**src/rtl/strobe_reg_pkg.sv**
```systemverilog
package strobe_reg_pkg;
    typedef enum logic [2:0] {
        ST_IDLE,
        ST_HDR,
        ST_WDAT,
        ST_RDAT,
        ST_DONE
    } srs_state_e;

    localparam int HDR_BITS = 8;
endpackage

```
**src/rtl/srs_sync.sv**
```systemverilog
module srs_sync #(
    parameter int           N    = 1,
    parameter logic [N-1:0] INIT = '0
) (
    input  logic         clk,
    input  logic         rst_n,
    input  logic [N-1:0] d,
    output logic [N-1:0] q
);
    logic [N-1:0] s1, s2;

    always_ff @(posedge clk or negedge rst_n) begin
        if (!rst_n) begin
            s1 <= INIT;
            s2 <= INIT;
        end else begin
            s1 <= d;
            s2 <= s1;
        end
    end

    assign q = s2;
endmodule

```
**src/rtl/srs_bank.sv**
```systemverilog
module srs_bank #(
    parameter int DW   = 16,
    parameter int AW   = 7,
    parameter int N    = 2,
    parameter int BASE = 32
) (
    input  logic            clk,
    input  logic            rst_n,
    input  logic            we,
    input  logic [AW-1:0]   waddr,
    input  logic [DW-1:0]   wdata,
    input  logic [AW-1:0]   raddr,
    output logic [DW-1:0]   rdata,
    output logic [N*DW-1:0] q
);
    for (genvar g = 0; g < N; g++) begin : g_reg
        logic [DW-1:0] r;
        always_ff @(posedge clk or negedge rst_n) begin
            if (!rst_n)
                r <= '0;
            else if (we && waddr == AW'(BASE + g))
                r <= wdata;
        end
        assign q[g*DW +: DW] = r;
    end

    always_comb begin
        rdata = '0;
        for (int i = 0; i < N; i++)
            if (raddr == AW'(BASE + i))
                rdata = q[i*DW +: DW];
    end
endmodule

```
**src/rtl/srs_regfile.sv**
```systemverilog
module srs_regfile #(
    parameter int          DW          = 16,
    parameter int          AW          = 7,
    parameter int          N_FUNC      = 2,
    parameter int          N_GPIO      = 3,
    parameter int          FUNC_BASE   = 32,
    parameter int          GEN_BASE    = 48,
    parameter int          DIR_BASE    = 64,
    parameter int          PLAT_ADDR   = 16,
    parameter int          FW_ADDR     = 17,
    parameter logic [DW-1:0] PLATFORM_ID = 16'h0001,
    parameter logic [DW-1:0] FW_ID       = 16'h3025
) (
    input  logic                 clk,
    input  logic                 rst_n,
    input  logic                 we,
    input  logic [AW-1:0]        waddr,
    input  logic [DW-1:0]        wdata,
    input  logic [AW-1:0]        raddr,
    output logic [DW-1:0]        rdata,
    output logic [N_FUNC*DW-1:0] func_q,
    output logic [N_GPIO*DW-1:0] gen_q,
    output logic [N_GPIO*DW-1:0] dir_q
);
    logic [DW-1:0] rd_func, rd_gen, rd_dir, rd_id;

    srs_bank #(.DW(DW), .AW(AW), .N(N_FUNC), .BASE(FUNC_BASE)) u_func (
        .clk(clk), .rst_n(rst_n), .we(we), .waddr(waddr), .wdata(wdata),
        .raddr(raddr), .rdata(rd_func), .q(func_q));

    srs_bank #(.DW(DW), .AW(AW), .N(N_GPIO), .BASE(GEN_BASE)) u_gen (
        .clk(clk), .rst_n(rst_n), .we(we), .waddr(waddr), .wdata(wdata),
        .raddr(raddr), .rdata(rd_gen), .q(gen_q));

    srs_bank #(.DW(DW), .AW(AW), .N(N_GPIO), .BASE(DIR_BASE)) u_dir (
        .clk(clk), .rst_n(rst_n), .we(we), .waddr(waddr), .wdata(wdata),
        .raddr(raddr), .rdata(rd_dir), .q(dir_q));

    always_comb begin
        rd_id = '0;
        if (raddr == AW'(PLAT_ADDR)) rd_id = PLATFORM_ID;
        if (raddr == AW'(FW_ADDR))   rd_id = FW_ID;
    end

    assign rdata = rd_func | rd_gen | rd_dir | rd_id;
endmodule

```
**src/rtl/strobe_reg_slave.sv**
```systemverilog
module strobe_reg_slave
    import strobe_reg_pkg::*;
#(
    parameter int         DW          = 16,
    parameter int         AW          = 7,
    parameter int         N_FUNC      = 2,
    parameter int         N_GPIO      = 3,
    parameter logic [15:0] PLATFORM_ID = 16'h0001,
    parameter logic [3:0] FW_BUILD    = 4'h3,
    parameter logic [3:0] FW_MINOR    = 4'h2,
    parameter logic [3:0] FW_PATCH    = 4'h5
) (
    input  logic                 clk,
    input  logic                 rst_n,
    input  logic                 pin_en,
    input  logic                 host_clr_n,
    input  logic                 host_stb,
    input  logic                 host_din,
    output logic                 host_dout,
    output logic [N_FUNC*DW-1:0] func_en_o,
    output logic [N_GPIO*DW-1:0] gpio_en_o,
    output logic [N_GPIO*DW-1:0] gpio_dir_o
);
    localparam int CW = $clog2(DW + 1);
    localparam logic [15:0] FW_ID = {FW_BUILD, 4'h0, FW_MINOR, FW_PATCH};

    // synchronised host wires: {clear_n, strobe, data}
    logic [2:0] sync_q;
    logic       clr_s, stb_s, din_s, stb_d, stb_rise;

    srs_sync #(.N(3), .INIT(3'b110)) u_sync (
        .clk(clk), .rst_n(rst_n),
        .d({host_clr_n, host_stb, host_din}), .q(sync_q));

    assign {clr_s, stb_s, din_s} = sync_q;

    always_ff @(posedge clk or negedge rst_n) begin
        if (!rst_n) stb_d <= 1'b1;
        else        stb_d <= stb_s;
    end
    assign stb_rise = stb_s & ~stb_d;

    srs_state_e     state_q, state_n;
    logic [CW-1:0]  cnt_q;
    logic [AW-1:0]  hdr_q;
    logic [DW-1:0]  shr_q;
    logic [HDR_BITS-1:0] hdr_next;
    logic           hdr_last, data_last, in_frame, wr_commit;
    logic [DW-1:0]  rd_data;
    logic [N_FUNC*DW-1:0] func_q;
    logic [N_GPIO*DW-1:0] gen_q, dir_q;

    assign hdr_next  = {hdr_q, din_s};
    assign hdr_last  = (state_q == ST_HDR) && stb_rise && (cnt_q == CW'(HDR_BITS - 1));
    assign in_frame  = (state_q == ST_HDR) || (state_q == ST_WDAT) || (state_q == ST_RDAT);
    assign data_last = ((state_q == ST_WDAT) || (state_q == ST_RDAT))
                       && stb_rise && (cnt_q == CW'(DW - 1));
    assign wr_commit = clr_s && data_last && (state_q == ST_WDAT);

    // next-state logic
    always_comb begin
        state_n = state_q;
        unique case (state_q)
            ST_IDLE: state_n = ST_IDLE;
            ST_HDR:  if (hdr_last) state_n = hdr_next[HDR_BITS-1] ? ST_RDAT : ST_WDAT;
            ST_WDAT: if (data_last) state_n = ST_DONE;
            ST_RDAT: if (data_last) state_n = ST_DONE;
            ST_DONE: state_n = ST_DONE;
            default: state_n = ST_IDLE;
        endcase
        if (!clr_s) state_n = ST_HDR;
    end

    // state register and bit counter
    always_ff @(posedge clk or negedge rst_n) begin
        if (!rst_n) begin
            state_q <= ST_IDLE;
            cnt_q   <= '0;
        end else begin
            state_q <= state_n;
            if (!clr_s || hdr_last || data_last)
                cnt_q <= '0;
            else if (stb_rise && in_frame)
                cnt_q <= cnt_q + 1'b1;
        end
    end

    // datapath outputs: header, shift register, serial out
    always_ff @(posedge clk or negedge rst_n) begin
        if (!rst_n) begin
            hdr_q     <= '0;
            shr_q     <= '0;
            host_dout <= 1'b0;
        end else if (!clr_s) begin
            hdr_q     <= '0;
            host_dout <= 1'b0;
        end else if (stb_rise) begin
            unique case (state_q)
                ST_HDR: begin
                    hdr_q <= hdr_next[AW-1:0];
                    if (hdr_last && hdr_next[HDR_BITS-1])
                        shr_q <= rd_data;
                end
                ST_WDAT: shr_q <= {shr_q[DW-2:0], din_s};
                ST_RDAT: begin
                    host_dout <= shr_q[DW-1];
                    shr_q     <= {shr_q[DW-2:0], 1'b0};
                end
                default: ;
            endcase
        end
    end

    srs_regfile #(
        .DW(DW), .AW(AW), .N_FUNC(N_FUNC), .N_GPIO(N_GPIO),
        .PLATFORM_ID(PLATFORM_ID), .FW_ID(FW_ID)
    ) u_regs (
        .clk(clk), .rst_n(rst_n),
        .we(wr_commit), .waddr(hdr_q), .wdata({shr_q[DW-2:0], din_s}),
        .raddr(hdr_next[AW-1:0]), .rdata(rd_data),
        .func_q(func_q), .gen_q(gen_q), .dir_q(dir_q));

    assign func_en_o  = pin_en ? func_q : '0;
    assign gpio_en_o  = pin_en ? gen_q  : '0;
    assign gpio_dir_o = pin_en ? dir_q  : '0;
endmodule

```
**config.mk**
```make
export PLATFORM = sky130hd
export DESIGN_NAME = strobe_reg_slave
export DESIGN_NICKNAME = d
export VERILOG_FILES = /design/src/rtl/strobe_reg_pkg.sv /design/src/rtl/srs_sync.sv /design/src/rtl/srs_bank.sv /design/src/rtl/srs_regfile.sv /design/src/rtl/strobe_reg_slave.sv
export SDC_FILE = /design/constraint.sdc
export NUM_CORES = 1
export LEC_CHECK = 0
export BUFFER_PORTS_ARGS = -buffer_cell sky130_fd_sc_hd__buf_2
export CORE_UTILIZATION = 25
export CTS_CLUSTER_SIZE = 8
export DETAILED_ROUTE_END_ITERATION = 7
export PLACE_DENSITY = 0.42
export SLEW_MARGIN = 20
export SYNTH_ARGS = -nofsm -noshare
export SYNTH_HDL_FRONTEND = slang
export SYNTH_SLANG_ARGS = --single-unit
```
**constraint.sdc**
```tcl
create_clock -name clk -period 4.4 [get_ports clk]
set_clock_uncertainty 0.1 [all_clocks]
set_input_delay 0.44 -clock clk [delete_from_list [all_inputs] [get_ports clk]]
set_output_delay 0.44 -clock clk [all_outputs]
set_load 0.05 [all_outputs]
```
==> impl_metrics.ini <==
[run_status]
status = finished, final reports clean

[clock_network]
cts_tree = yes
cts.clk_slew.worst_paths_ns = 0.08
cts-buffers-inserted = 17
cts_resized = 0
worstSkewPairLatency_ns = 0.45
htreeDepth = 4
clock_path_buffers = 2
clock_sinks = 167
cts_root_buf = clkbuf_16

[floorplanning]
rows = 67
core_mm2 = 0.03370
io_pins = 135
fp.dieW_um = 187.3
initial_core_util_pct = 25.48
chipHeight_um = 187.3
dieArea_mm2 = 0.03509

[yosys]
synthesis.area_mm2 = 0.008586
yosys.area_share.simple_pct = 17.02
netlist_instances = 778
synth_compound_area_share_pct = 9.778
synth_top_family_by_area = multiplexers
yosysSeqAreaShare_pct = 48.75
post_synth.cell_area_avg_um2 = 11.04
ys_top_cells_by_area = dfrtp_1, mux2_2, and2_1, clkbuf_1, a22oi_1
synth-async-reset-ratio_pct = 100.0
yosysTopAreaCell = dfrtp_1
yosys_warnings = 0
yosys.cell_types.count = 55
synth_top_area_share_pct = 47.22
synthFlopType = dfrtp_1
ys_seq_elements = 167
synth-xor-area-share_pct = 0.3060
postSynthNetCount = 786
synth-edff-count = 0
synth.area.mux_share_pct = 20.53
synthAdderAreaFrac_pct = 0.2915

[cells_and_area]
drive_gt1_share_pct = 39.17
final_common_cell = dfrtp_1
syn_to_final_growth_pct = 20.39
final_nets = 891
seqCellArea_mm2 = 0.004185
num-fill-cells = 3590
diodes = 0
multi_input_area_mm2 = 0.004121
fin_area_mm2 = 0.01034
final_cell_mix = dfrtp_1, mux2_2, buf_2, and2_1, nand2_1

[placed_design]
portBuffers = 134
placed_area_mm2 = 0.009733
dp_hpwl_mm = 19.56
gp_congestion = 0.7844

[global_route]
grt_pass1_vias = 6609
grt_max_degree = 108
grt_pass1_wl_mm = 42.00
grt_antenna_before_repair = 0
grt.total_usage_pct = 15.86
overflow = 0

[setup_path]
cp_num_buf_inv = 0
cp_max_fo = 23
cp_slowest_stage_delay_ns = 0.65
r2r_slack_ns = 1.57
startpoint = cnt_q[0]$_DFFE_PN0P_
cp_common_cell = a21oi_1
timing.rr.start = cnt_q[0]$_DFFE_PN0P_
endpoint_kind = register
arrival_ns = 3.05
cp_top_family = simple AND/OR/NAND/NOR gates
cp_cell_sequence = ha_1, nor4bb_1, a311o_1, nand3_1, a21oi_1, a21oi_1
path_class = reg2reg
cp_slowest_cell = nand3_1
critPathLaunchType = register
cp_data_required_time_ns = 4.62

[power]
swShare_pct = 25.56
power.density_mw_per_mm2 = 303.0
p_clk_share_pct = 47.4
power.net_switching_w = 0.0008005
p_comb_share_pct = 3.1
finalPower_w = 0.003132
seq_power_share_pct = 49.5
intPower_w = 0.002331
irDropWorstVdd_mv = 0.2409
p_leak_nw = 5.155

[route]
totalWireLength_mm = 27.18
post_drt_wl_per_cell_um = 20.23
ant_nets = 0
drcViolationCount = 0
vias = 6357
drt-initial-drc-count = 341
first_pass_iters = 4
viasPerCell = 4.730

[timing]
slew_headroom_pct = 37.35
timing_worst_slew_pin_value_ns = 0.9387
period_share_pct = 64.42
grt_setup_unrepaired = false
setup_violations = 0
fin_crit_ns = 2.835
max_freq_mhz = 352.8
finalSetupTns_ns = 0
drv_slew = 0
hold_violations = 0

[run]
drv_cap = 0

[min_path]
hold_class = in2async
[power groups by stage]
| stage | clock network, W | logic, W | registers, W |
|---|---|---|---|
| after global routing | 0.00159 | 0.000114 | 0.00155 |
| after CTS | 0.00152 | 0.000103 | 0.00155 |
| after detailed placement | 0 | 0.000101 | 0.00158 |
| after floorplan | 0 | 0.0000463 | 0.00157 |
| after global placement | 0 | 0.000101 | 0.00158 |
| final | 0.00148 | 0.0000985 | 0.00155 |
[logic make-up (layout without fill, tap and decap cells)]
logic type                 count (synthesis)  in the layout
AOI/OAI and AO/OA                        122            122
xor gates and xnor gates                   3              3
adders and majority gates                  2              2
buffers and inverters                     75            193
DFF                                      167            167
muxes                                    157            157
and+or+nand+nor                          252            252
[registers in the layout, indices dropped and copies added, names as in the netlist]
| name | flops |
|---|---|
| cnt_q | 5 |
| hdr_q | 7 |
| host_dout | 1 |
| shr_q | 16 |
| state_q | 3 |
| stb_d | 1 |
| u_regs.u_dir.g.r | 48 |
| u_regs.u_func.g.r | 32 |
| u_regs.u_gen.g.r | 48 |
| u_sync.q | 3 |
| u_sync.s1 | 3 |
[per-stage QoR]
| step | setup WS, ns | util [%] | cells | hold slack [ns] |
|---|---|---|---|---|
| floorplan | 2.042 | - | 778 | 0.04441 |
| global placement | 1.629 | 28.88 | 1310 | 0.2362 |
| detailed placement | 1.574 | 28.88 | 1310 | 0.2385 |
| CTS | 1.565 | 30.66 | 1344 | 0.01499 |
| global route | 1.262 | 30.67 | 1344 | 0.01246 |
| finish | 1.565 | 30.67 | 1344 | 0.00004208 |
[what timing repair did]
action,4_1_cts,5_1_grt
setup buffers,0,0
hold endpoints to repair,2,0
hold buffers,2,0
[worst paths after layout]
check	to	cells past startpoint
worst min-delay path	u_regs.u_func.g_reg[1].r[11]$_DFFE_PN0P_	1
worst max-delay path	shr_q[1]$_DFFE_PN0P_	6
min in group clk	u_sync.s1[0]$_DFF_PN0_	1
worst min register to register	u_sync.q[0]$_DFF_PN0_	0
max in group asynchronous	stb_d$_DFF_PN1_	2
worst max register to register	shr_q[1]$_DFFE_PN0P_	6
[cell usage after synthesis (2+ instances only)]
| library cell | count |
|---|---|
| nor4bb_1 | 2 |
| o22ai_1 | 5 |
| a21boi_0 | 8 |
| and3_1 | 3 |
| buf_1 | 14 |
| a31oi_1 | 2 |
| clkbuf_1 | 55 |
| nand3_1 | 24 |
| nand3b_1 | 2 |
| nor3_1 | 3 |
| a221oi_1 | 13 |
| mux2_2 | 153 |
| ha_1 | 2 |
| nor3_2 | 2 |
| o221ai_1 | 2 |
| nand2_1 | 38 |
| and2_1 | 128 |
| nand4_1 | 6 |
| o31a_1 | 2 |
| nor2_1 | 16 |
| nor3b_1 | 2 |
| buf_2 | 2 |
| a22o_1 | 5 |
| dfstp_2 | 5 |
| o21ai_0 | 24 |
| nor2b_1 | 11 |
| nand4b_1 | 2 |
| mux2i_1 | 4 |
| a22oi_1 | 21 |
| a21oi_1 | 19 |
| xor2_1 | 2 |
| nand2b_1 | 4 |
| a2bb2oi_1 | 2 |
| a211oi_1 | 11 |
| inv_1 | 3 |
| dfrtp_1 | 162 |
[area by class of cell]
class / count / share of cell area (%)
Sequential cell: 167 / 40.49
Multi-Input combinational cell: 536 / 39.87
Clock buffer: 18 / 4.249
Timing Repair Buffer: 158 / 8.486
Clock inverter: 14 / 1.368
Inverter: 3 / 0.1089
Tap cell: 448 / 5.423
[worst register-to-register path: cells and delay by family (launching register included)]
family,cells,cell delay (ns)
adders and majority gates,1,0.21
AOI/OAI and AO/OA,3,0.76
DFF,1,0.40
and+or+nand+nor,2,1.27
[per-layer routing]
layer | GRT usage [%] | wire length, um | part of all wire [%] | vias up
li1 | - | - | - | 2980
met5 | 0 | 0 | 0 | -
met1 | 20.28 | 12280 | 45 | 3242
met4 | 3.342 | 237 | 0.87 | 0
met3 | 2.758 | 810 | 3.0 | 17
met2 | 27.81 | 13850 | 51 | 118
No activity file was read; power rests on OpenSTA's default activity.
